==> src/rtl/lcd_seq_pkg.sv <==
package lcd_seq_pkg;

    localparam int STEP_W = 6;

    // Step table layout: sequence boundaries that the control logic follows
    localparam logic [STEP_W-1:0] STEP_INIT_FIRST  = 6'd0;
    localparam logic [STEP_W-1:0] STEP_PON_FIRST   = 6'd13;
    localparam logic [STEP_W-1:0] STEP_PON_LAST    = 6'd21;
    localparam logic [STEP_W-1:0] STEP_GAMMA_FIRST = 6'd22;
    localparam logic [STEP_W-1:0] STEP_GAMMA_LAST  = 6'd31;
    localparam logic [STEP_W-1:0] STEP_INIT_LAST   = 6'd39;
    localparam logic [STEP_W-1:0] STEP_POFF_FIRST  = 6'd40;
    localparam logic [STEP_W-1:0] STEP_POFF_LAST   = 6'd43;

    // Gamma tuning words, entry 0 goes to index 0x30
    localparam logic [9:0][15:0] GAMMA_ROM = {
        16'h0F00, 16'h0C06, 16'h0000, 16'h0706, 16'h0407,
        16'h0706, 16'h0203, 16'h0304, 16'h0407, 16'h0302
    };

    typedef enum logic [1:0] {
        OP_WRITE  = 2'd0,
        OP_READ   = 2'd1,
        OP_STATUS = 2'd2,
        OP_INDEX  = 2'd3
    } reg_op_e;

    typedef enum logic [1:0] {
        DLY_NONE  = 2'd0,
        DLY_SHORT = 2'd1,
        DLY_LONG  = 2'd2
    } dly_e;

    typedef enum logic [1:0] {
        SEQ_INIT = 2'd0,
        SEQ_PON  = 2'd1,
        SEQ_POFF = 2'd2
    } seq_e;

    typedef enum logic [1:0] {
        ST_IDLE  = 2'd0,
        ST_ISSUE = 2'd1,
        ST_DELAY = 2'd2
    } state_e;

    typedef struct packed {
        reg_op_e     op;
        logic [7:0]  addr;
        logic [15:0] data;
        dly_e        dly;
    } step_t;

    typedef struct packed {
        state_e            state;
        logic [STEP_W-1:0] step;
        logic [STEP_W-1:0] last;
        seq_e              seq;
        logic              ready;
        logic              fault;
        logic              powered;
    } ctl_t;

    function automatic step_t mk(reg_op_e op, logic [7:0] a, logic [15:0] d, dly_e w);
        step_t e;
        e.op   = op;
        e.addr = a;
        e.data = d;
        e.dly  = w;
        return e;
    endfunction

    function automatic step_t step_lookup(logic [STEP_W-1:0] s);
        step_t             e;
        logic [STEP_W-1:0] gi;
        gi = s - STEP_GAMMA_FIRST;
        e  = mk(OP_WRITE, 8'h00, 16'h0000, DLY_NONE);
        if (s >= STEP_GAMMA_FIRST && s <= STEP_GAMMA_LAST) begin
            e = mk(OP_WRITE, 8'h30 + {2'b00, gi}, GAMMA_ROM[gi[3:0]], DLY_NONE);
        end else begin
            case (s)
                6'd0:  e = mk(OP_READ,   8'h00, 16'h0000, DLY_NONE);
                6'd1:  e = mk(OP_STATUS, 8'h00, 16'h0000, DLY_NONE);
                6'd2:  e = mk(OP_WRITE,  8'h00, 16'h0001, DLY_SHORT);
                6'd3:  e = mk(OP_WRITE,  8'h01, 16'h691B, DLY_NONE);
                6'd4:  e = mk(OP_WRITE,  8'h02, 16'h0700, DLY_NONE);
                6'd5:  e = mk(OP_WRITE,  8'h03, 16'h1030, DLY_NONE);
                6'd6:  e = mk(OP_WRITE,  8'h04, 16'h0000, DLY_NONE);
                6'd7:  e = mk(OP_WRITE,  8'h05, 16'h0000, DLY_NONE);
                6'd8:  e = mk(OP_WRITE,  8'h07, 16'h0037, DLY_NONE);
                6'd9:  e = mk(OP_WRITE,  8'h08, 16'h0202, DLY_NONE);
                6'd10: e = mk(OP_WRITE,  8'h09, 16'h0000, DLY_NONE);
                6'd11: e = mk(OP_WRITE,  8'h0B, 16'h0000, DLY_NONE);
                6'd12: e = mk(OP_WRITE,  8'h0C, 16'h0110, DLY_NONE);
                6'd13: e = mk(OP_WRITE,  8'h10, 16'h0000, DLY_SHORT);
                6'd14: e = mk(OP_WRITE,  8'h11, 16'h0000, DLY_NONE);
                6'd15: e = mk(OP_WRITE,  8'h12, 16'h0000, DLY_LONG);
                6'd16: e = mk(OP_WRITE,  8'h13, 16'h0000, DLY_LONG);
                6'd17: e = mk(OP_WRITE,  8'h56, 16'h080F, DLY_NONE);
                6'd18: e = mk(OP_WRITE,  8'h10, 16'h4240, DLY_SHORT);
                6'd19: e = mk(OP_WRITE,  8'h11, 16'h0000, DLY_NONE);
                6'd20: e = mk(OP_WRITE,  8'h12, 16'h0014, DLY_LONG);
                6'd21: e = mk(OP_WRITE,  8'h13, 16'h1319, DLY_LONG);
                6'd32: e = mk(OP_WRITE,  8'h21, 16'h0000, DLY_NONE);
                6'd33: e = mk(OP_WRITE,  8'h40, 16'h0000, DLY_NONE);
                6'd34: e = mk(OP_WRITE,  8'h41, 16'h0000, DLY_NONE);
                6'd35: e = mk(OP_WRITE,  8'h42, 16'hDB00, DLY_NONE);
                6'd36: e = mk(OP_WRITE,  8'h43, 16'hDB00, DLY_NONE);
                6'd37: e = mk(OP_WRITE,  8'h44, 16'hAF00, DLY_NONE);
                6'd38: e = mk(OP_WRITE,  8'h45, 16'hDB00, DLY_NONE);
                6'd39: e = mk(OP_INDEX,  8'h22, 16'h0000, DLY_NONE);
                6'd40: e = mk(OP_WRITE,  8'h10, 16'h0000, DLY_SHORT);
                6'd41: e = mk(OP_WRITE,  8'h11, 16'h0000, DLY_NONE);
                6'd42: e = mk(OP_WRITE,  8'h12, 16'h0000, DLY_LONG);
                6'd43: e = mk(OP_WRITE,  8'h13, 16'h0000, DLY_LONG);
                default: e = mk(OP_WRITE, 8'h00, 16'h0000, DLY_NONE);
            endcase
        end
        return e;
    endfunction

endpackage

==> src/rtl/lcd_seq_rom.sv <==
module lcd_seq_rom
    import lcd_seq_pkg::*;
(
    input  logic [STEP_W-1:0] step,
    output step_t             entry
);

    always_comb begin
        entry = step_lookup(step);
    end

endmodule

==> src/rtl/lcd_seq_timer.sv <==
module lcd_seq_timer #(
    parameter int CNT_W = 6
) (
    input  logic             clk,
    input  logic             rst_n,
    input  logic             load,
    input  logic [CNT_W-1:0] load_val,
    input  logic             tick,
    output logic             expire
);

    logic [CNT_W-1:0] cnt_d, cnt_q;

    always_comb begin
        cnt_d = cnt_q;
        if (load) begin
            cnt_d = load_val;
        end else if (tick && cnt_q != '0) begin
            cnt_d = cnt_q - 1'b1;
        end
    end

    always_ff @(posedge clk or negedge rst_n) begin
        if (!rst_n) begin
            cnt_q <= '0;
        end else begin
            cnt_q <= cnt_d;
        end
    end

    // Fires on the tick that completes the count, so the caller advances on it
    assign expire = tick && !load && (cnt_q == CNT_W'(1));

endmodule

==> src/rtl/lcd_pwr_seq.sv <==
module lcd_pwr_seq
    import lcd_seq_pkg::*;
#(
    parameter logic [15:0] ID_VALUE = 16'h9220,
    parameter logic [15:0] ID_MASK  = 16'hFFF0,
    parameter int          SHORT_MS = 10,
    parameter int          LONG_MS  = 40
) (
    input  logic        clk,
    input  logic        rst_n,
    input  logic        start,
    input  logic        pwr_on_req,
    input  logic        pwr_off_req,
    input  logic        ms_tick,
    output logic        reg_req,
    output logic [1:0]  reg_op,
    output logic [7:0]  reg_addr,
    output logic [15:0] reg_wdata,
    input  logic        reg_done,
    input  logic        reg_err,
    input  logic [15:0] reg_rdata,
    output logic        ready,
    output logic        fault,
    output logic        powered
);

    localparam int MAX_MS = (LONG_MS > SHORT_MS) ? LONG_MS : SHORT_MS;
    localparam int CNT_W  = $clog2(MAX_MS + 1);

    ctl_t             ctl_d, ctl_q;
    step_t            cur;
    logic             tmr_load;
    logic             tmr_expire;
    logic [CNT_W-1:0] tmr_val;
    logic             id_bad;
    logic             adv;

    lcd_seq_rom u_rom (
        .step  (ctl_q.step),
        .entry (cur)
    );

    lcd_seq_timer #(.CNT_W(CNT_W)) u_tmr (
        .clk      (clk),
        .rst_n    (rst_n),
        .load     (tmr_load),
        .load_val (tmr_val),
        .tick     (ms_tick),
        .expire   (tmr_expire)
    );

    assign tmr_val = (cur.dly == DLY_LONG) ? CNT_W'(LONG_MS) : CNT_W'(SHORT_MS);
    assign id_bad  = (cur.op == OP_READ) &&
                     ((reg_rdata & ID_MASK) != (ID_VALUE & ID_MASK));

    always_comb begin
        ctl_d    = ctl_q;
        tmr_load = 1'b0;
        adv      = 1'b0;
        case (ctl_q.state)
            ST_IDLE: begin
                if (start) begin
                    ctl_d.state   = ST_ISSUE;
                    ctl_d.step    = STEP_INIT_FIRST;
                    ctl_d.last    = STEP_INIT_LAST;
                    ctl_d.seq     = SEQ_INIT;
                    ctl_d.ready   = 1'b0;
                    ctl_d.fault   = 1'b0;
                    ctl_d.powered = 1'b0;
                end else if (ctl_q.ready && pwr_on_req && !ctl_q.powered) begin
                    ctl_d.state = ST_ISSUE;
                    ctl_d.step  = STEP_PON_FIRST;
                    ctl_d.last  = STEP_PON_LAST;
                    ctl_d.seq   = SEQ_PON;
                end else if (ctl_q.ready && pwr_off_req && ctl_q.powered) begin
                    ctl_d.state = ST_ISSUE;
                    ctl_d.step  = STEP_POFF_FIRST;
                    ctl_d.last  = STEP_POFF_LAST;
                    ctl_d.seq   = SEQ_POFF;
                end
            end
            ST_ISSUE: begin
                if (reg_done) begin
                    if (reg_err || id_bad) begin
                        ctl_d.state = ST_IDLE;
                        ctl_d.fault = 1'b1;
                        ctl_d.ready = 1'b0;
                    end else if (cur.dly != DLY_NONE) begin
                        ctl_d.state = ST_DELAY;
                        tmr_load    = 1'b1;
                    end else begin
                        adv = 1'b1;
                    end
                end
            end
            ST_DELAY: begin
                if (tmr_expire) begin
                    adv = 1'b1;
                end
            end
            default: ctl_d.state = ST_IDLE;
        endcase

        if (adv) begin
            if (ctl_q.step == ctl_q.last) begin
                ctl_d.state = ST_IDLE;
                case (ctl_q.seq)
                    SEQ_INIT: begin
                        ctl_d.ready   = 1'b1;
                        ctl_d.powered = 1'b1;
                    end
                    SEQ_PON:  ctl_d.powered = 1'b1;
                    default:  ctl_d.powered = 1'b0;
                endcase
            end else begin
                ctl_d.step  = ctl_q.step + 1'b1;
                ctl_d.state = ST_ISSUE;
            end
        end
    end

    always_ff @(posedge clk or negedge rst_n) begin
        if (!rst_n) begin
            ctl_q <= '{state: ST_IDLE, step: '0, last: '0, seq: SEQ_INIT,
                       ready: 1'b0, fault: 1'b0, powered: 1'b0};
        end else begin
            ctl_q <= ctl_d;
        end
    end

    assign reg_req   = (ctl_q.state == ST_ISSUE);
    assign reg_op    = cur.op;
    assign reg_addr  = cur.addr;
    assign reg_wdata = cur.data;
    assign ready     = ctl_q.ready && (ctl_q.state == ST_IDLE);
    assign fault     = ctl_q.fault;
    assign powered   = ctl_q.powered;

endmodule

==> config.mk <==
export PLATFORM = sky130hd
export DESIGN_NAME = lcd_pwr_seq
export DESIGN_NICKNAME = d
export VERILOG_FILES = /design/src/rtl/lcd_seq_pkg.sv /design/src/rtl/lcd_seq_rom.sv /design/src/rtl/lcd_seq_timer.sv /design/src/rtl/lcd_pwr_seq.sv
export SDC_FILE = /design/constraint.sdc
export NUM_CORES = 1
export LEC_CHECK = 0
export ABC_CLOCK_PERIOD_IN_PS = 3600
export BUFFER_PORTS_ARGS = -buffer_cell sky130_fd_sc_hd__clkbuf_2
export CAP_MARGIN = 20
export CELL_PAD_IN_SITES_DETAIL_PLACEMENT = 0
export CELL_PAD_IN_SITES_GLOBAL_PLACEMENT = 1
export CORE_ASPECT_RATIO = 1.2
export CORE_UTILIZATION = 40
export DETAILED_ROUTE_END_ITERATION = 7
export GPL_TIMING_DRIVEN = 0
export PLACE_DENSITY_LB_ADDON = 0.05
export SYNTH_ARGS = -nofsm -noshare
export SYNTH_HDL_FRONTEND = slang
export SYNTH_SLANG_ARGS = --single-unit
==> constraint.sdc <==
create_clock -name clk -period 3.6 [get_ports clk]
set_input_delay 0.36 -clock clk [delete_from_list [all_inputs] [get_ports clk]]
set_output_delay 0.36 -clock clk [all_outputs]
set_load 0.02 [all_outputs]
* After elaboration in Yosys (flattened, before gate mapping)
Memories as Yosys holds them, arrays and structs flattened.
Index checks and enable logic that the tools add are counted.
** Word-level totals
- Flip-flop bits (word level) :: 25
- Memory bits (read-only) :: 1920
- Bits of input ports :: 24
- Output and inout bits :: 30
- Word-level logic and storage cells :: 92
- Memories :: 2
** Operators by class
- Add/sub/neg operators :: 4
- $lt $le $gt $ge :: 3
- Equality and inequality tests :: 15
- Multiplexer cells :: 36
- Reductions and logical operators :: 24
** Memories
- (name not given) :: depth 64, bits a word 26, read ports 1, clocked after memory_dff 0, wr ports 0, RTL line lcd_seq_pkg.sv:80 : case (s)
- (name not given) :: depth 16, bits a word 16, read ports 1, clocked after memory_dff 0, wr ports 0, RTL line lcd_seq_pkg.sv:78 : e = mk(OP_WRITE, 8'h30 + {2'b00, gi}, GAMMA_ROM[gi[3:0]], DLY_NONE);
** Operators by type and width (number)
- two-way mux 16 bit :: 4
- two-way mux 28 bit :: 1
- two-way mux 6 bit :: 4
- two-way mux 1 bit :: 16
- two-way mux 14 bit :: 1
- inequality test 12 bit, second input constant :: 1
- logical AND 1 bit :: 10
- two-way mux 2 bit :: 5
- two-way mux 8 bit :: 1
- AND reduction 4 bit :: 2
- adder 6 x 6 -> 7 bit, first input constant :: 1
- adder 6 x 1 -> 6 bit, second input constant :: 1
- == test 2 x 1 -> 1 bit, second input constant :: 3
- == test 6 x 1 -> 1 bit, second input constant :: 1
- == test 6 bit :: 1
- >= comparator 6 x 5 -> 1 bit, second input constant :: 1
- <= comparator 6 x 5 -> 1 bit, second input constant :: 1
- one-hot mux 2 bit (3 select lines) :: 1
- nonzero test 2 bit :: 3
- nonzero test 6 bit :: 1
- subtractor 6 x 1 -> 6 bit, second input constant :: 1
- subtractor 6 x 5 -> 6 bit, second input constant :: 1
- < comparator 4 x 5 -> 1 bit, second input constant :: 1
- inequality test 5 bit, second input constant :: 1
- other kinds (14) :: 19

* Logic depth before layout (Yosys ltp)
Gate-level depths: netlist of run 1.
- Depth after elaboration :: 17
- Mapped depth :: 10
- Depth with buffers taken out :: 8

* By module
A second synthesis of run 1 with hierarchy kept.
** Unflattened totals
- Cell total of the unflattened synthesis :: 364
- Area, all modules :: 2798.9 um2
** Modules (own cells, without submodules)
- lcd_seq_rom :: instances 1, cells each 195, area each 1322.5 um2, sequential area each 0.0 um2
- lcd_pwr_seq :: instances 1, cells each 122, area each 1058.5 um2, sequential area each 400.4 um2
- lcd_seq_timer :: instances 1, cells each 47, area each 417.9 um2, sequential area each 150.1 um2

* Worst setup path before layout of run 1
OpenSTA, ideal clock, no wires.
- Path type :: register to output
- Start point :: reg ctl_q[15] in the netlist's numbering
- End point :: out reg_addr[5]
- Arrival :: 2.350 ns
- Data required time :: 3.240 ns
- Path slack :: 0.890 ns
- Stages on the path, launching flop included :: 9
- Buffers on the path :: 4
- Path through :: dfrtp_1 -> buf_2 -> clkbuf_1 -> clkbuf_1 -> buf_1 -> o21ai_0 -> xnor2_1 -> ha_1 -> o22ai_1
** On the way
- Word-level cells in the longest chain between the ends :: 3
- Elaborated cells between the ends (all ways) :: 7
- Those cells by class :: add/sub: 2; order compare: 2; mux: 1; reduce/logical: 1; memory: 1
** Ends and longest elaborated chain
- start: declaration :: RTL line lcd_pwr_seq.sv:30 : ctl_t ctl_d, ctl_q;
- start signal: assignment :: RTL line lcd_pwr_seq.sv:124 : ctl_q <= '{state: ST_IDLE, step: '0, last: '0, seq: SEQ_INIT,
- start signal: assignment :: RTL line lcd_pwr_seq.sv:127 : ctl_q <= ctl_d;
- subtractor 6 x 5 -> 6 bit (tied with other cells) :: RTL line lcd_seq_pkg.sv:75 : gi = s - STEP_GAMMA_FIRST;
- adder 6 x 6 -> 7 bit / logical AND 1 bit (equally long branches) :: RTL line lcd_seq_pkg.sv:78, lcd_seq_pkg.sv:77
- two-way mux 28 bit * :: RTL line lcd_seq_pkg.sv:77 : if (s >= STEP_GAMMA_FIRST && s <= STEP_GAMMA_LAST) begin
- end: declaration :: RTL line lcd_pwr_seq.sv:17 : output logic [7:0] reg_addr,
Every way passes the cells marked *; elsewhere a longest branch is shown, timed or not.

* Worst setup path in the final report of run 1
- Start point :: reg ctl_q[12] in the netlist's numbering
- End point :: out reg_addr[0]
** On the way
- Word-level cells in the longest chain between the ends :: 3
- Elaborated cells between the ends (all ways) :: 5
- Those cells by class :: order compare: 2; mux: 1; reduce/logical: 1; memory: 1
** Ends and longest elaborated chain (RTL line)
- branches (longest 2 deep; another with memory read (64 x 26 bit))
- two-way mux 28 bit * :: lcd_seq_pkg.sv:77
Mark *: on every way between the ends.

==> reports/qor.csv, run 1 <==
stage,metric,value,unit
flow_run,max_cap_violations,0,
floorplanning,core,0.00605,mm2
pwr,peakVddDrop,247,uV
final_layout,final_util,48.3,%
synth,avgSynthCellArea,7.46,um2
final_layout,layout-drive-gt1-share,18.2,%
synth,ys_seq_area_share,21.8,%
synth,postSynthCellCount,338,
critical_path,reg2reg_setup_slack,0.44,ns
critical_path,cpLargestDelayFamily,compound AO/OA/AOI/OAI gates,
detailed_routing,first_iter_violations,159,
clocking,clkSinkCount,22,
grt,grt_pass1_wl,13.3,mm
clocking,insertion_delay,0.26,ns
final_layout,fin_nets,434,
detailed_routing,wirelength,8.24,mm
sta,tns,0,ns
synth,synth_edf_count,0,
outcome,status,finished clean,
synth,ys_seq_elements,22,
final_layout,mostFrequentLayoutCells,"clkbuf_2 (49), nand2_1 (42), a21oi_1 (30), nor2_1 (28), o21ai_0 (25)",
placed_design,gp_congestion,0.884,
clocking,ctsHtreeMaxLevel,1,
synth,netlist_area,0.00252,mm2
final_layout,antenna_cells,0,
critical_path,r2r_end,ctl_q[11]$_DFF_PN0_,
critical_path,critPathBufInv,1,
sta,rsz0062_at_grt,no,
critical_path,cp-end-kind,output pin,
floorplanning,die_y,89.0,um
final_layout,final_area,0.00292,mm2
critical_path,cpMaxStageDelayCell,o21ai_0,
sta,hold_ws,0.0727,ns
detailed_routing,viasPerCell,5.85,
floorplanning,fp.dieW,74.5,um
grt,grt_usage,26.3,%
final_layout,final_common_cell,clkbuf_2,
critical_path,cp.depth,7,
pwr,powerDensity,260,mW/mm2
clocking,postCtsSetupRepairBufs,0,
critical_path,crit_type,reg2out,
clocking,ctsHoldBuffers,0,
floorplanning,dieArea,0.00663,mm2
grt,antenna_found_initial,0,
synth,ys_warn_count,0,
clocking,cts_tree,done,
sta,relSlewSlack,32.5,%
clocking,cts_max_path_buffers,2,
detailed_routing,wl_per_cell,17.5,um
grt,grt_max_degree,23,
pwr,power_leakage,1.36,nW
sta,setup_violations,0,
grt,grt_pass1_vias,2632,
detailed_routing,detail-route-antenna-nets,0,
critical_path,cp_slowest_stage_delay,0.80,ns
critical_path,required,3.24,ns
sta,hold_violations,0,
critical_path,path_cells,ha_1 -> nor2b_1 -> o21ai_0 -> nor2_1 -> o21ai_0 -> o221ai_1 -> clkbuf_2,
hold_path,hold_path.class,in2async,
synth,synthFlopType,dfrtp_1,
grt,grt_overflow,0,
final_layout,fillers,672,
critical_path,cp_max_fo,11,
detailed_routing,via_count,2762,
sta,clock_skew,0.00307,ns
final_layout,area_growth,15.9,%
floorplanning,io_pins,54,
critical_path,start_kind,register,
detailed_routing,drc,0,
clocking,clock_tree.root_cell,clkbuf_8,
placed_design,io_buffers,47,
sta,fin_crit_sh,94.6,%
detailed_routing,firstDrtPassIters,6,
critical_path,reg2reg_depth,10,
placed_design,dpl.hpwl,6.19,mm
sta,clock.fmax,0.294,GHz
placed_design,placed_area,0.00286,mm2
clocking,clk_pin_slew,0.08,ns
sta,maxSlewViolCount,0,
critical_path,timing.rr.start,ctl_q[11]$_DFF_PN0_,
synth,synth-async-reset-ratio,100,%
floorplanning,rows,31,
sta,worst_pin_slew,1.00,ns
critical_path,path_common_cell,o21ai_0,
synth,synth_cell_type_count,66,
sta,min_period,3.41,ns
critical_path,worstPathArrival,3.05,ns
floorplanning,initial_core_util,41.7,%
clocking,cts_made_buffers,3,
-- Yosys cell counts, types with 8 or more instances --
master    number  share of area, %
dfrtp_1       22                22
nand3_1        9               1.8
a21oi_1       30               6.0
clkbuf_1      11               1.6
ha_1          19               9.4
nor2_1        28               4.2
nor3_1         9               1.8
o21ai_0       25               5.0
inv_1         13               1.9
a31oi_1        8               2.0
nand2_1       42               6.2
-- per-layer routing --
layer / up-vias / global-route usage (%) / routed length (um)
li1: 1322 / - / -
met1: 1308 / 33.1 / 3500
met2: 104 / 45.5 / 4110
met3: 28 / 1.35 / 321
met4: 0 / 12.5 / 308
met5: - / 0 / 0
-- worst max path at each step --
stage                         from           end  slack [ns]
2_1_floorplan  ctl_q[15]$_DFF_PN0_   reg_addr[5]        0.89
3_3_place_gp   ctl_q[13]$_DFF_PN0_  reg_wdata[2]        0.20
3_5_place_dp   ctl_q[13]$_DFF_PN0_  reg_wdata[2]        0.22
4_1_cts        ctl_q[13]$_DFF_PN0_  reg_wdata[2]        0.08
5_1_grt        ctl_q[11]$_DFF_PN0_  reg_wdata[9]        0.06
6_report       ctl_q[12]$_DFF_PN0_   reg_addr[0]        0.19
-- final cells by class --
class	count	area [um2]	area share [%]
buffer	22	118	4.02
clock buffer	4	55.1	1.88
inverter	14	53.8	1.84
multi-input combinational	281	1810	61.9
sequential	22	551	18.8
tap	82	103	3.51
timing repair buffer	47	235	8.04
-- through the flow --
| stage | setup WS [ns] | cells | total power, mW |
|---|---|---|---|
| global placement | 0.198 | 468 | 0.580 |
| global route | 0.0602 | 472 | 0.824 |
| detailed placement | 0.222 | 468 | 0.588 |
| floorplan | 0.890 | 339 | 0.518 |
| finish | 0.195 | 472 | 0.760 |
| CTS | 0.0809 | 472 | 0.772 |
-- power by group --
part           switching [mW]  internal [mW]  total [mW]  leakage, nW
combinational           0.135          0.105       0.241         1.05
sequential             0.0455          0.296       0.341        0.280
clock                  0.0802         0.0975       0.178       0.0288
total                   0.261          0.499       0.760         1.36
-- worst register-to-register path, delay by kind of cell (launching register included) --
family | cells | cell delay [ns]
compound gates | 2 | 0.50
fa+ha+maj | 1 | 0.35
buf+inv | 3 | 0.67
flops | 1 | 0.45
mux | 1 | 0.20
simple gates | 3 | 0.91
-- flip-flops by register name, indices dropped and copies added, names as in the netlist --
name	flops
ctl_q	14
u_tmr.cnt_q	6
fault	1
powered	1
-- cell families (layout without fill, tap and decap cells) --
logic type / count (synthesis) / after routing / synth area share [%]
flip-flops: 22 / 22 / 21.8
AND/OR/NAND/NOR: 133 / 133 / 26.9
adder cells (fa/ha/maj): 19 / 19 / 9.42
AO/OA/AOI/OAI: 108 / 108 / 28.1
buffers and inverters: 36 / 87 / 6.60
multiplexers: 8 / 8 / 3.22
XOR/XNOR: 11 / 11 / 3.82
other: 1 / 2 / 0.149
-- what timing repair did --
action | in CTS | in global routing
pin swaps | 0 | 0
setup endpoints to repair | 2 | 2
gates resized for setup | 2 | 4
No activity file was read; power rests on OpenSTA's default activity.
==> run 2, diff against run 1 <==
CORE_UTILIZATION = 41   (was 40)
SYNTH_HIERARCHICAL = 1   (was default)
==> run 2 against run 1 <==
Net effect: design area grew 17%; worst setup slack lost 0.0013 ns; sequential power grew 16%; fmax is essentially flat; synthesized cell count grew 7.7%; area after synthesis grew 11%; global-route usage shrank 1.5 points; sequential cell count is the same; utilization grew 4.0 points; combinational power grew to 4.6 times the previous value; clock-buffer cell count shrank 1; critical endpoint is now ctl_q[2]$_DFF_PN0_; largest cell class unchanged.
==> reports/qor.csv, run 2 <==
stage,metric,value,unit
outcome,status,finished clean,
synth,synth_top_cell_area_share,19.7,%
synth,synth_cell_type_count,79,
synth,ys_top_cells_by_count,"nand2_1 (37), dfrtp_1 (22), inv_1 (22)",
pwr,peakVddDrop,377,uV
sta,tns,0,ns
final_layout,fin_nets,473,
critical_path,reg2reg_setup_slack,0.19,ns
detailed_routing,wl_per_cell,16.7,um
synth,synthFlopType,dfrtp_1,
floorplanning,core,0.00653,mm2
clocking,clkSinkCount,22,
detailed_routing,via_count,3027,
sta,rsz0062_at_grt,no,
pwr,power_leakage,1.54,nW
sta,relSlewSlack,51.1,%
sta,worst_pin_slew,0.732,ns
critical_path,r2r_end,ctl_q[2]$_DFF_PN0_,
pwr,powerDensity,513,mW/mm2
grt,grt_max_degree,23,
synth,ys_warn_count,6,
critical_path,cp.depth,18,
final_layout,layout-drive-gt1-share,29.2,%
clocking,ctsHoldBuffers,0,
sta,hold_ws,0.0686,ns
pwr,p_comb_share,63.9,%
pwr,switching_power,0.858,mW
synth,yosysMostFrequentCell,nand2_1,
floorplanning,rows,32,
final_layout,largestRegisters,"ctl_q: 14 flops, u_tmr/cnt_q: 6 flops",
clocking,cts_made_buffers,3,
grt,grt_pass1_wl,14.0,mm
critical_path,cp-end-kind,register,
placed_design,io_buffers,47,
final_layout,largest_register,ctl_q,
floorplanning,dieArea,0.00716,mm2
critical_path,timing.rr.start,ctl_q[12]$_DFF_PN0_,
detailed_routing,first_iter_violations,203,
sta,clock.fmax,0.294,GHz
final_layout,fillers,651,
detailed_routing,wirelength,8.54,mm
critical_path,worstPathArrival,3.57,ns
final_layout,mostFrequentLayoutCells,"clkbuf_2 (48), nand2_1 (37), a21oi_1 (21), inv_1 (19), nand3_1 (19)",
pwr,p_int,0.895,mW
pwr,fin_total_pwr,1.75,mW
grt,grt_pass1_vias,2823,
synth,synth_top_cell_by_area,dfrtp_1,
synth,avgSynthCellArea,7.69,um2
clocking,cts_tree,done,
pwr,seqPwrFrac,22.7,%
final_layout,area_growth,22.0,%
grt,grt_usage,24.7,%
sta,min_period,3.41,ns
synth,ys_top_cells_by_area,"dfrtp_1 (20%), ha_1 (8.9%), nand2_1 (5.0%), a21oi_1 (3.8%), nand2b_1 (3.6%)",
final_layout,final_common_cell,clkbuf_2,
synth,ys_seq_elements,22,
clocking,insertion_delay,0.27,ns
critical_path,crit_type,reg2reg,
placed_design,gp_congestion,0.917,
synth,netlist_area,0.00280,mm2
clocking,ctsHtreeMaxLevel,1,
placed_design,dpl.hpwl,6.28,mm
flow_run,max_cap_violations,0,
grt,grt_overflow,0,
synth,synth_edf_count,0,
grt,antenna_found_initial,0,
synth,ys_seq_area_share,19.7,%
sta,fin_crit_sh,94.6,%
floorplanning,die_y,92.5,um
critical_path,critPathBufInv,5,
clocking,clock_tree.root_cell,clkbuf_8,
detailed_routing,firstDrtPassIters,5,
pwr,clockPowerShare,13.5,%
detailed_routing,drc,0,
critical_path,reg2reg_depth,18,
pwr,netSwitchingFraction,49.0,%
detailed_routing,viasPerCell,5.90,
critical_path,cp_slowest_stage_delay,0.43,ns
clocking,cts_max_path_buffers,2,
floorplanning,initial_core_util,42.9,%
critical_path,start_kind,register,
sta,maxSlewViolCount,0,
floorplanning,fp.dieW,77.4,um
final_layout,final_util,52.3,%
synth,synth-async-reset-ratio,100,%
critical_path,path_cells,inv_4 -> ha_1 -> buf_6 -> nor2b_4 -> nand2_1 -> a21boi_4 -> inv_1 -> a21o_1 -> and2_1 -> nor3_1 -> buf_4 -> clkinvlp_4 -> nand3_1 -> nor4_1 -> and3_1 -> or2_2 -> nor2b_2 -> o2bb2ai_1,
critical_path,required,3.76,ns
detailed_routing,detail-route-antenna-nets,0,
sta,hold_violations,0,
final_layout,largest_register_ffs,14,
sta,setup_violations,0,
critical_path,cp_max_fo,10,
synth,postSynthCellCount,364,
critical_path,cpMaxStageDelayCell,dfrtp_2,
clocking,clk_pin_slew,0.09,ns
sta,clock_skew,0.00769,ns
critical_path,cpLargestDelayFamily,simple AND/OR/NAND/NOR gates,
hold_path,hold_path.class,in2async,
floorplanning,io_pins,54,
final_layout,antenna_cells,0,
-- run 2: cell count changes after synthesis, sizes merged, moves of 5 or more --
cell    delta
nor2      -10
inv       +12
nor3       +5
clkbuf     -7
nand3     +10
nand2b     +9
-- run 2: logic make-up after synthesis --
kind of cell               synth area share, %
AOI/OAI and AO/OA                         29.6
xor gates and xnor gates                  2.19
adders and majority gates                 8.94
buffers and inverters                     7.78
DFF                                       19.7
muxes                                     2.86
other                                    0.402
and+or+nand+nor                           28.6
-- run 2: cell type report --
class                   instances  area (um2)  share of cell area, %
multi-input cells             301        2120                   62.0
flip-flops and latches         22         557                   16.3
repair buffers                 58         322                   9.41
plain buffers                  18         138                   4.03
well taps                      85         106                   3.11
inverters                      25         104                   3.04
clock buffers                   3        41.3                   1.21
clock inverters                 1        30.0                  0.879
-- run 2: what timing repair did --
item                                    4_1_cts  5_1_grt
pin swaps                                     0        1
endpoints found under the setup margin       11        9
cloned                                        0        0
gates resized for setup                      11       18
buffers inserted                              8        3
-- run 2: per-stage QoR --
step,std cells,setup WS [ns],area [um2]
after floorplan,367,0.0325,2820
after global placement,499,-0.747,3160
after detailed placement,499,-0.649,3160
after CTS,510,0.0339,3340
after global routing,513,0.00942,3420
final,513,0.194,3420
-- run 2: layer usage --
metal,wire (um),track usage [%],up-vias,part of all wire [%]
met5,0,0,-,0
met4,527,16.7,0,6.2
met3,406,1.38,40,4.8
met2,4010,41.2,130,47
met1,3600,30.6,1397,42
li1,-,-,1460,-
-- run 2: how the worst max path moves through the flow --
stage,startpoint,end,slack (ns)
after global routing,ctl_q[11]$_DFF_PN0_,ctl_q[2]$_DFF_PN0_,0.009
after CTS,ctl_q[11]$_DFF_PN0_,powered$_DFF_PN0_,0.03
after global placement,ctl_q[12]$_DFF_PN0_,ctl_q[16]$_DFF_PN0_,-0.75
final,ctl_q[12]$_DFF_PN0_,ctl_q[2]$_DFF_PN0_,0.19
after floorplan,ctl_q[12]$_DFF_PN0_,ctl_q[16]$_DFF_PN0_,0.03
after detailed placement,ctl_q[12]$_DFF_PN0_,ctl_q[16]$_DFF_PN0_,-0.65
-- run 2: power by group through the flow --
stage                     logic (mW)  registers (mW)  clock network (mW)
after detailed placement        1.00           0.412                   0
final                           1.12           0.397               0.237
after CTS                       1.07           0.391               0.241
after global placement          1.01           0.414                   0
after global routing            1.24           0.408               0.250
after floorplan                0.742           0.389                   0
-- run 2: worst register-to-register path: stages (launching register included) --
cell	delay [ns]
dfrtp_2	0.43
inv_4	0.11
ha_1	0.17
buf_6	0.16
nor2b_4	0.18
nand2_1	0.12
a21boi_4	0.20
inv_1	0.05
a21o_1	0.20
and2_1	0.21
nor3_1	0.14
buf_4	0.18
clkinvlp_4	0.15
nand3_1	0.09
nor4_1	0.05
and3_1	0.20
or2_2	0.33
nor2b_2	0.18
o2bb2ai_1	0.14
==> run 3, diff against run 2 <==
PLACE_DENSITY = 0.85   (was default)
PLACE_DENSITY_LB_ADDON = default   (was 0.05)
SETUP_SLACK_MARGIN = 0.05   (was default)
==> run 3 against run 2 <==
Net effect: fmax up 1.0%; highest routed layer unchanged; critical endpoint unchanged; clock-buffer cell count is the same; largest cell class unchanged; via count decreased by 1.5%.
==> reports/qor.csv, run 3 (synthesis gave the netlist of run 2 again) <==
stage,metric,value,unit
pwr,peakVddDrop,417,uV
detailed_routing,viasPerCell,5.80,
sta,rsz0062_at_grt,no,
clocking,clk_pin_slew,0.09,ns
floorplanning,fp.dieW,77.4,um
critical_path,start_kind,register,
hold_path,hold_path.class,in2async,
critical_path,r2r_end,ctl_q[2]$_DFF_PN0_,
final_layout,antenna_cells,0,
final_layout,area_growth,22.2,%
grt,grt_usage,24.8,%
detailed_routing,firstDrtPassIters,4,
pwr,powerDensity,507,mW/mm2
clocking,clkSinkCount,22,
sta,clock_skew,0.00462,ns
grt,grt_max_degree,23,
detailed_routing,via_count,2982,
clocking,cts_max_path_buffers,2,
placed_design,io_buffers,47,
critical_path,required,3.77,ns
critical_path,path_cells,inv_4 -> ha_1 -> buf_6 -> nor2b_4 -> nand2_1 -> a21boi_4 -> inv_1 -> a21o_1 -> and2_1 -> nor3_2 -> buf_6 -> clkinvlp_4 -> nand3_1 -> nor4_1 -> and3_1 -> or2_2 -> nor2b_1 -> o2bb2ai_1,
critical_path,cpMaxStageDelayCell,dfrtp_2,
sta,relSlewSlack,52.4,%
sta,worst_pin_slew,0.712,ns
sta,maxSlewViolCount,0,
critical_path,worstPathArrival,3.54,ns
final_layout,multi_input_area,0.00212,mm2
pwr,fin_total_pwr,1.73,mW
sta,clock.fmax,0.297,GHz
clocking,ctsHoldBuffers,0,
clocking,insertion_delay,0.27,ns
final_layout,register_area,556,um2
flow_run,max_cap_violations,0,
detailed_routing,detail-route-antenna-nets,0,
floorplanning,rows,32,
sta,min_period,3.37,ns
pwr,power_leakage,1.54,nW
detailed_routing,first_iter_violations,170,
critical_path,reg2reg_setup_slack,0.23,ns
final_layout,fillers,635,
final_layout,largest_register_ffs,14,
final_layout,layout-drive-gt1-share,28.9,%
sta,tns,0,ns
critical_path,critPathCapture,ctl_q[2]$_DFF_PN0_,
detailed_routing,wirelength,8.58,mm
floorplanning,initial_core_util,42.9,%
final_layout,largest_register,ctl_q,
critical_path,path_common_cell,buf_6,
critical_path,cp_max_fo,10,
final_layout,mostFrequentLayoutCells,"clkbuf_2 (48), nand2_1 (37), a21oi_1 (21), inv_1 (19), nand3_1 (19)",
grt,grt_pass1_wl,14.2,mm
clocking,cts_made_buffers,3,
detailed_routing,drc,0,
grt,grt_pass1_vias,2938,
grt,antenna_found_initial,0,
critical_path,crit_type,reg2reg,
final_layout,final_common_cell,clkbuf_2,
critical_path,cp.depth,18,
critical_path,startpoint,ctl_q[12]$_DFF_PN0_,
critical_path,cpLargestDelayFamily,simple AND/OR/NAND/NOR gates,
critical_path,cp_slowest_stage_delay,0.45,ns
critical_path,timing.rr.start,ctl_q[12]$_DFF_PN0_,
placed_design,placed_area,0.00317,mm2
floorplanning,dieArea,0.00716,mm2
critical_path,cp-end-kind,register,
floorplanning,die_y,92.5,um
clocking,ctsHtreeMaxLevel,1,
clocking,cts_tree,done,
sta,hold_violations,0,
placed_design,dpl.hpwl,6.20,mm
detailed_routing,wl_per_cell,16.7,um
sta,hold_ws,0.0682,ns
floorplanning,io_pins,54,
final_layout,fin_nets,474,
placed_design,gp_congestion,0.920,
sta,fin_crit_sh,93.7,%
clocking,clock_tree.root_cell,clkbuf_8,
final_layout,largestRegisters,"ctl_q: 14 flops, u_tmr/cnt_q: 6 flops",
sta,setup_violations,0,
grt,grt_overflow,0,
outcome,status,finished clean,
final_layout,final_area,0.00342,mm2
critical_path,critPathBufInv,5,
critical_path,reg2reg_depth,18,
floorplanning,core,0.00653,mm2
==> run 3: changes by cell type in the layout (fill, tap and decap cells not counted), sizes merged <==
cell    delta
clkbuf     -1
buf        +2
==> run 3: repair_timing <==
| item | CTS | global route |
|---|---|---|
| pin swaps | 0 | 3 |
| setup endpoints to repair | 10 | 9 |
| resized for setup | 13 | 13 |
| setup buffers | 8 | 4 |
==> run 3: area by class of cell <==
| class | count | area share (%) |
|---|---|---|
| Sequential cell | 22 | 16.2 |
| Inverter | 25 | 3.04 |
| Buffer | 18 | 4.06 |
| Multi-Input combinational cell | 301 | 61.9 |
| Tap cell | 85 | 3.11 |
| Timing Repair Buffer | 59 | 9.62 |
| Clock inverter | 1 | 0.878 |
| Clock buffer | 3 | 1.21 |
==> run 3: worst min path at each step <==
stage | endpoint | slack, ns | start
2_1_floorplan | ctl_q[11]$_DFF_PN0_ | 0.06 | rst_n
3_3_place_gp | ctl_q[8]$_DFFE_PN0P_ | 0.39 | rst_n
3_5_place_dp | powered$_DFF_PN0_ | 0.39 | rst_n
4_1_cts | powered$_DFF_PN0_ | 0.09 | rst_n
5_1_grt | ctl_q[8]$_DFFE_PN0P_ | 0.11 | rst_n
6_report | ctl_q[8]$_DFFE_PN0P_ | 0.07 | rst_n
==> run 3: power breakdown <==
part           total, mW  internal, mW  switching [mW]
sequential         0.392         0.311          0.0812
combinational       1.10         0.426           0.677
clock              0.239         0.149          0.0902
==> run 3: worst register-to-register path: stages, from the launching register on <==
cell        delay, ns
dfrtp_2          0.45
inv_4            0.11
ha_1             0.17
buf_6            0.16
nor2b_4          0.18
nand2_1          0.14
a21boi_4         0.20
inv_1            0.05
a21o_1           0.20
and2_1           0.21
nor3_2           0.14
buf_6            0.16
clkinvlp_4       0.11
nand3_1          0.07
nor4_1           0.06
and3_1           0.22
or2_2            0.33
nor2b_1          0.17
o2bb2ai_1        0.14
==> run 3: through the flow <==
step	setup WS, ns	utilization, %	instances
detailed placement	-0.598	48.5	499
global route	0.0627	52.4	514
global placement	-0.602	48.5	499
CTS	0.0592	51.2	510
finish	0.228	52.4	514
floorplan	0.102	-	367
==> run 3: routing by layer <==
metal | part of all wire [%] | vias up | track usage [%] | routed length [um]
met5 | 0 | - | 0 | 0
met4 | 4.3 | 0 | 13.5 | 369
met3 | 5.6 | 29 | 1.77 | 482
met2 | 48 | 121 | 42.6 | 4110
met1 | 42 | 1378 | 30.6 | 3620
li1 | - | 1454 | - | -
